===== src/rtl/gpio_pkg.sv =====
package gpio_pkg;
  localparam int NPIN = 4;

  typedef enum logic [1:0] {
    OWN_GPIO   = 2'd0,
    OWN_CLKOUT = 2'd1,
    OWN_TMR    = 2'd2,
    OWN_ANA    = 2'd3
  } owner_e;

  // Pin 2 priority: clock output, timer input, analog, digital I/O.
  function automatic owner_e pin2_owner(input logic clkout, input logic tmr,
                                        input logic ana);
    if (clkout)   return OWN_CLKOUT;
    else if (tmr) return OWN_TMR;
    else if (ana) return OWN_ANA;
    else          return OWN_GPIO;
  endfunction

  // Pins watched for change: 0, 1 and 3 (3 only outside reset-pin mode).
  function automatic logic [NPIN-1:0] wake_mask(input logic rstpin);
    return {~rstpin, 1'b0, 1'b1, 1'b1};
  endfunction

  // Pull-up enables: one common switch for pins 0, 1 and 3.
  function automatic logic [NPIN-1:0] pullup_map(input logic en);
    return {en, 1'b0, en, en};
  endfunction
endpackage


===== src/rtl/gpio_sync.sv =====
module gpio_sync #(
  parameter int W = 4
) (
  input  logic         clk,
  input  logic         rst,
  input  logic [W-1:0] d,
  output logic [W-1:0] q
);
  logic [W-1:0] stage1;

  always_ff @(posedge clk) begin
    if (rst) begin
      stage1 <= '0;
      q      <= '0;
    end else begin
      stage1 <= d;
      q      <= stage1;
    end
  end
endmodule


===== src/rtl/gpio_pinmux.sv =====
module gpio_pinmux
  import gpio_pkg::*;
(
  input  logic [NPIN-1:0] dir_mask,
  input  logic [NPIN-1:0] latch,
  input  logic [NPIN-1:0] pins_s,
  input  logic            clk_q_in,
  input  logic            cfg_rstpin,
  input  logic            cfg_clkout_en,
  input  logic            cfg_tmr_ext,
  input  logic [2:0]      cfg_ana,
  output logic [NPIN-1:0] pad_out,
  output logic [NPIN-1:0] pad_oe,
  output logic [NPIN-1:0] rd_view,
  output owner_e          p2_owner
);
  assign p2_owner = pin2_owner(cfg_clkout_en, cfg_tmr_ext, cfg_ana[2]);

  // Pins 0 and 1: analog select or digital I/O.
  for (genvar i = 0; i < 2; i++) begin : g_ana_pin
    always_comb begin
      if (cfg_ana[i]) begin
        pad_oe[i]  = 1'b0;
        pad_out[i] = 1'b0;
        rd_view[i] = 1'b0;
      end else begin
        pad_oe[i]  = ~dir_mask[i];
        pad_out[i] = latch[i];
        rd_view[i] = pins_s[i];
      end
    end
  end

  // Pin 2: four possible owners.
  always_comb begin
    unique case (p2_owner)
      OWN_CLKOUT: begin
        pad_oe[2]  = 1'b1;
        pad_out[2] = clk_q_in;
        rd_view[2] = pins_s[2];
      end
      OWN_TMR: begin
        pad_oe[2]  = 1'b0;
        pad_out[2] = 1'b0;
        rd_view[2] = pins_s[2];
      end
      OWN_ANA: begin
        pad_oe[2]  = 1'b0;
        pad_out[2] = 1'b0;
        rd_view[2] = 1'b0;
      end
      default: begin
        pad_oe[2]  = ~dir_mask[2];
        pad_out[2] = latch[2];
        rd_view[2] = pins_s[2];
      end
    endcase
  end

  // Pin 3: input only.
  assign pad_oe[3]  = 1'b0;
  assign pad_out[3] = 1'b0;
  assign rd_view[3] = cfg_rstpin ? 1'b0 : pins_s[3];
endmodule


===== src/rtl/gpio_wake.sv =====
module gpio_wake
  import gpio_pkg::*;
(
  input  logic            clk,
  input  logic            rst,
  input  logic [NPIN-1:0] pins_s,
  input  logic            port_rd,
  input  logic            cfg_wake_en,
  input  logic            cfg_rstpin,
  output logic            wake_flag,
  output logic            change_hit
);
  logic [NPIN-1:0] snap;
  logic [NPIN-1:0] watch;

  assign watch      = wake_mask(cfg_rstpin);
  assign change_hit = cfg_wake_en & (|((pins_s ^ snap) & watch));

  always_ff @(posedge clk) begin
    if (rst) begin
      snap      <= '0;
      wake_flag <= 1'b0;
    end else if (port_rd) begin
      snap      <= pins_s;
      wake_flag <= 1'b0;
    end else if (change_hit) begin
      wake_flag <= 1'b1;
    end
  end

  AST_WAKE_CLEARS_ON_READ: assert property (@(posedge clk) disable iff (rst)
    port_rd |=> !wake_flag);
  AST_WAKE_STICKY: assert property (@(posedge clk) disable iff (rst)
    (wake_flag && !port_rd) |=> wake_flag);
  AST_WAKE_OFF_QUIET: assert property (@(posedge clk) disable iff (rst)
    (!wake_flag && !cfg_wake_en) |=> !wake_flag);
  AST_WAKE_SETS: assert property (@(posedge clk) disable iff (rst)
    (change_hit && !port_rd) |=> wake_flag);
endmodule


===== src/rtl/gpio_port4.sv =====
module gpio_port4
  import gpio_pkg::*;
#(
  parameter int DW = 8
) (
  input  logic            clk,
  input  logic            rst,
  input  logic [DW-1:0]   wdata,
  input  logic            port_wr,
  input  logic            dir_wr,
  input  logic            port_rd,
  output logic [DW-1:0]   rdata,
  input  logic [NPIN-1:0] pad_in,
  input  logic            clk_q_in,
  input  logic            cfg_rstpin,
  input  logic            cfg_pullup_en,
  input  logic            cfg_wake_en,
  input  logic            cfg_clkout_en,
  input  logic            cfg_tmr_ext,
  input  logic [2:0]      cfg_ana,
  output logic [NPIN-1:0] pad_out,
  output logic [NPIN-1:0] pad_oe,
  output logic [NPIN-1:0] pullup_en,
  output logic            wake_flag
);
  logic [NPIN-1:0] latch_q;
  logic [NPIN-1:0] dir_q;
  logic [NPIN-1:0] pins_s;
  logic [NPIN-1:0] rd_view;
  owner_e          p2_owner;
  logic            change_hit;
  logic            unused_hi;

  assign unused_hi = ^wdata[DW-1:NPIN];

  always_ff @(posedge clk) begin
    if (rst) begin
      latch_q <= '0;
      dir_q   <= '1;
    end else begin
      if (port_wr) latch_q <= wdata[NPIN-1:0];
      if (dir_wr)  dir_q   <= wdata[NPIN-1:0];
    end
  end

  gpio_sync #(.W(NPIN)) u_sync (
    .clk (clk),
    .rst (rst),
    .d   (pad_in),
    .q   (pins_s)
  );

  gpio_pinmux u_mux (
    .dir_mask      (dir_q),
    .latch         (latch_q),
    .pins_s        (pins_s),
    .clk_q_in      (clk_q_in),
    .cfg_rstpin    (cfg_rstpin),
    .cfg_clkout_en (cfg_clkout_en),
    .cfg_tmr_ext   (cfg_tmr_ext),
    .cfg_ana       (cfg_ana),
    .pad_out       (pad_out),
    .pad_oe        (pad_oe),
    .rd_view       (rd_view),
    .p2_owner      (p2_owner)
  );

  gpio_wake u_wake (
    .clk         (clk),
    .rst         (rst),
    .pins_s      (pins_s),
    .port_rd     (port_rd),
    .cfg_wake_en (cfg_wake_en),
    .cfg_rstpin  (cfg_rstpin),
    .wake_flag   (wake_flag),
    .change_hit  (change_hit)
  );

  assign rdata     = {{(DW-NPIN){1'b0}}, rd_view};
  assign pullup_en = pullup_map(cfg_pullup_en);

  AST_DIR_LOAD: assert property (@(posedge clk) disable iff (rst)
    dir_wr |=> dir_q == $past(wdata[NPIN-1:0]));
  AST_DIR_HOLD: assert property (@(posedge clk) disable iff (rst)
    !dir_wr |=> $stable(dir_q));
  AST_LATCH_LOAD: assert property (@(posedge clk) disable iff (rst)
    port_wr |=> latch_q == $past(wdata[NPIN-1:0]));
  AST_LATCH_HOLD: assert property (@(posedge clk) disable iff (rst)
    !port_wr |=> $stable(latch_q));
  AST_CLKOUT_WINS: assert property (@(posedge clk) disable iff (rst)
    cfg_clkout_en |-> (p2_owner == OWN_CLKOUT && pad_oe[2] && pad_out[2] == clk_q_in));
  AST_ANA_NO_DRIVE: assert property (@(posedge clk) disable iff (rst)
    (cfg_ana[0] |-> !pad_oe[0]) and (cfg_ana[1] |-> !pad_oe[1]));
endmodule


===== config.mk =====
export PLATFORM = sky130hd
export DESIGN_NAME = gpio_port4
export DESIGN_NICKNAME = d
export VERILOG_FILES = /design/src/rtl/gpio_pkg.sv /design/src/rtl/gpio_sync.sv /design/src/rtl/gpio_pinmux.sv /design/src/rtl/gpio_wake.sv /design/src/rtl/gpio_port4.sv
export SDC_FILE = /design/constraint.sdc
export NUM_CORES = 1
export LEC_CHECK = 0
export BUFFER_PORTS_ARGS = -buffer_cell sky130_fd_sc_hd__buf_2
export CAP_MARGIN = 20
export CORE_UTILIZATION = 43
export DETAILED_ROUTE_END_ITERATION = 10
export PLACE_DENSITY = 0.78
export SYNTH_ARGS = -nofsm -noshare
export SYNTH_HDL_FRONTEND = slang
export SYNTH_HIERARCHICAL = 1
export SYNTH_SLANG_ARGS = --single-unit

===== constraint.sdc =====
create_clock -name clk -period 1.2 [get_ports clk]
set_input_delay 0.24 -clock clk [delete_from_list [all_inputs] [get_ports clk]]
set_output_delay 0.24 -clock clk [all_outputs]
set_load 0.01 [all_outputs]

# == Word level (Yosys, flattened, before mapping) ==
# Index checks and enable logic that the tools add are counted.
# word_totals
in_bits,26
n_memories,0
latchBits,0
ff_bits,19
wordCells,32
rom_bits,0
ram_bits,0
out_inout_bits,21
# op_classes
addsub,0
div,0
bitwise_logic,7
shift,0
n_mul,0
n_reduce_logical,3
eq_ne,3
mux,13
order_cmp,0
# ops
cell,n
2-to-1 mux 1 bit,8
2-to-1 mux 2 bit,3
AND 4 bit,1
equality test 2 bit (second input constant),2
NOT 1 bit,4
one-hot mux 1 bit (2 select lines),2
OR reduction 2 bit,2
OR reduction 4 bit,1
bitwise XOR 4 bit,1
equality test 2 x 1 -> 1 bit (second input constant),1
AND 1 bit,1

# == Longest topological paths before layout ==
# logic_depth
word_depth,6
depth_mapped,3
mapped_depth_nobuf,3

# == By module ==
# Netlist, hierarchy kept.
# modules_own_cells
module,cells_per_inst,seq_area_each_um2,area_per_inst_um2,n_inst
gpio_port4,35,160.2,347.8,1
gpio_sync,16,160.2,210.2,1
gpio_wake,20,80.1,192.7,1
gpio_pinmux,19,0.0,111.4,1

# == Worst setup path after synthesis ==
# OpenSTA, ideal clock, no wires.
# synth_path
kind,reg-to-output
from,register latch_q[2]
to,output port pad_out[2]
setup_slack_ns,0.341
arrival_time_ns,0.619
path_stages_with_launch,3
t_required_ns,0.960
n_path_buf,0
cell_sequence,dfxtp_1 > nor2b_1 > a22o_1
# synth_via
elab_chain_cells,1
# synth_lines
item,line,rtl
from (decl),gpio_port4.sv:26,logic [NPIN-1:0] latch_q;
from (signal assigned),gpio_port4.sv:41,if (port_wr) latch_q <= wdata[NPIN-1:0];
one-hot mux 1 bit (2 select lines),gpio_pinmux.sv:36,unique case (p2_owner)
to (decl),gpio_port4.sv:21,"output logic [NPIN-1:0] pad_out,"
# No other way between the ends.

# == Final worst setup path ==
# Same ends and word-level chain as after synthesis.

==> results.yml <==
floorplan:
  core_area_sq_mm: 0.001594
  floorplan.die.width_um: 44.34
  num_rows: 14
  initial_utilization: 0.4835
  pin_count: 47
  die_area_sq_mm: 0.001966
  die-height_um: 44.34
hold_path:
  min-delay-path-class: "input port to register"
global_route:
  globalRoute.totalOverflow: 0
  antenna_found_initial: 0
  grt_first_pass_wirelength_mm: 1.945
  largest_net_degree_at_the_start_of_global_routing: 19
  grt_pass1_vias: 509
  grtUsageTotal: 0.1398
place:
  dp.cells: 127
  place_congestion: 0.6750
  port_buffers: 30
  place_area_sq_um: 885.9
  hpwl_um: 918.9
critical_path:
  timing.setup.critical_path_class: "register to output pin"
  worst-endpoint-required_ps: 960
  critical_path.cell_chain: "nor2b_1 > a22o_1 > buf_2"
  rrSetupSlack_ps: 320
  critical-path-slowest-cell: "dfxtp_2"
  timing.critical_path.from_type: "register"
  worst_path_largest_cell_delay_ps: 330
  endpoint_kind: "output pin"
  cp.arrival_ps: 1040
  worstPathMaxFanout: 2
cts:
  cts_htree_levels: 1
  clock_tree_from_tritoncts: "yes"
  cts-root-buf: "clkbuf_4"
  numClockSinks: 18
  clk_transition_reported_paths_ps: 100
  cts_buffers: 3
  ctsLongestPathBuffers: 2
  clock_latency_late_sink_ps: 290
detailed_routing:
  viasPerCell: 4.424
  firstDrtPassIters: 4
  drc: 0
  ant_nets: 0
  wl_mm: 1.210
  dr.first_iter.drc_count: 2
  wire_per_inst_um: 9.167
  route.vias.total: 584
layout:
  syn2layout_area_growth_pct: 23.05
  stdcell_count: 132
  n_antenna_cell: 0
  design_area_sq_um: 948.4
  final_net_count: 135
  layout-drive-gt1-share: 0.3981
  n_fill_cell: 143
synth:
  post_synth_instance_area_sq_um: 770.7
  synth_cells: 80
  synth_area_per_cell_sq_um: 9.634
  yosys_warnings: 6
timing:
  final-hold-violation-count: 0
  slew_viol_final: 0
  grt_setup_unrepaired: "yes"
  finalSetupViolations: 2
  fin_worst_skew_ps: 1.824
  max_freq_ghz: 0.7814
  layout_min_cycle_time_ps: 1280
  period_share: 1.066
  final_worst_path_setup_slack_ps: -79.77
status:
  run_status: "complete, but fails checks"
  failed_checks: "negative setup slack"
power_and_ir_drop:
  p_int_uw: 887.1
  switching_share: 0.2358
  power_frac_comb: 0.126
  clkPwrFrac: 0.322
  sequential_power_share: 0.552
  cellPowerDensity_mw_per_mm2: 1224
  p_switching_uw: 273.7
  power.ir.vdd_worst_v: 0.0009670
  leakagePower_nw: 0.4667
run:
  max_cap_violations: 0
-- layout by cell type (no fill, tap or decap), types with 2 or more instances in the layout --
| master | count |
|---|---|
| o211ai_1 | 2 |
| dfxtp_2 | 5 |
| conb_1 | 7 |
| buf_2 | 30 |
| a211o_1 | 3 |
| nor2b_1 | 16 |
| clkbuf_4 | 3 |
| mux2i_1 | 6 |
| xor2_1 | 2 |
| nor2_1 | 9 |
| dfxtp_1 | 13 |
-- state kept, by name, indices dropped and copies added (netlist names) --
name	cells
latch_q	3
u_sync/stage1	4
u_wake/wake_flag	1
dir_q	3
u_sync/q	4
u_wake/snap	3
-- area by class of cell --
cell class / instances / area (sq um) / share of cell area
Sequential cell: 18 / 366.6 / 0.3865
Timing Repair Buffer: 31 / 157.7 / 0.1662
Tap cell: 24 / 30.03 / 0.03166
Multi-Input combinational cell: 55 / 357.8 / 0.3773
Clock buffer: 4 / 36.28 / 0.03826
-- power groups by stage --
stage / clock network [mW] / logic (mW) / registers [mW]
2_1_floorplan: 0 / 0.104 / 0.651
3_3_place_gp: 0 / 0.138 / 0.652
3_5_place_dp: 0 / 0.142 / 0.653
4_1_cts: 0.378 / 0.145 / 0.640
5_1_grt: 0.402 / 0.163 / 0.645
6_report: 0.373 / 0.147 / 0.641
-- critical path: cells and delay by family, from the launching register on --
family	cells	cell delay, ps
DFF	1	330
AOI/OAI and AO/OA	1	170
buffers and inverters	1	130
and+or+nand+nor	1	120
-- path summary, 6_finish.rpt --
kind / from / to / cells past startpoint
max reg2reg: u_wake/snap[1] / u_wake/wake_flag / 3
min: pad_in[3] / u_sync/stage1[3] / 2
max: latch_q[2] / pad_out[2] / 3
min reg2reg: u_sync/stage1[1] / u_sync/q[1] / 1
-- routing by layer --
metal | vias to the layer above | GRT usage | share of wire
met5 | - | 0 | 0
met1 | 262 | 0.1546 | 0.45
li1 | 296 | - | -
met4 | 0 | 0.09697 | 0.021
met3 | 2 | 0.04082 | 0.052
met2 | 24 | 0.2294 | 0.48
-- repair_timing --
| action | in CTS | in global routing |
|---|---|---|
| endpoints found under the setup margin | 3 | 5 |
| gates resized for setup | 3 | 4 |
| pin swaps | 1 | 0 |
| setup buffers | 1 | 0 |
| hold buffers | 0 | 0 |
-- per-stage QoR --
step                      power [mW]  hold slack, ps  TNS (ps)    util  setup WS (ps)
after detailed placement      0.7950           423.4         0  0.5557          193.2
after CTS                      1.163           142.3    -134.9  0.5856         -90.76
after global routing           1.210           135.7    -210.9  0.5950         -125.0
final                          1.161           146.0    -118.9  0.5950         -79.77
after floorplan               0.7548           311.6         0       -          341.1
after global placement        0.7901           417.9         0  0.5557          195.2
Note: power is estimated with default switching activity, not from simulation.
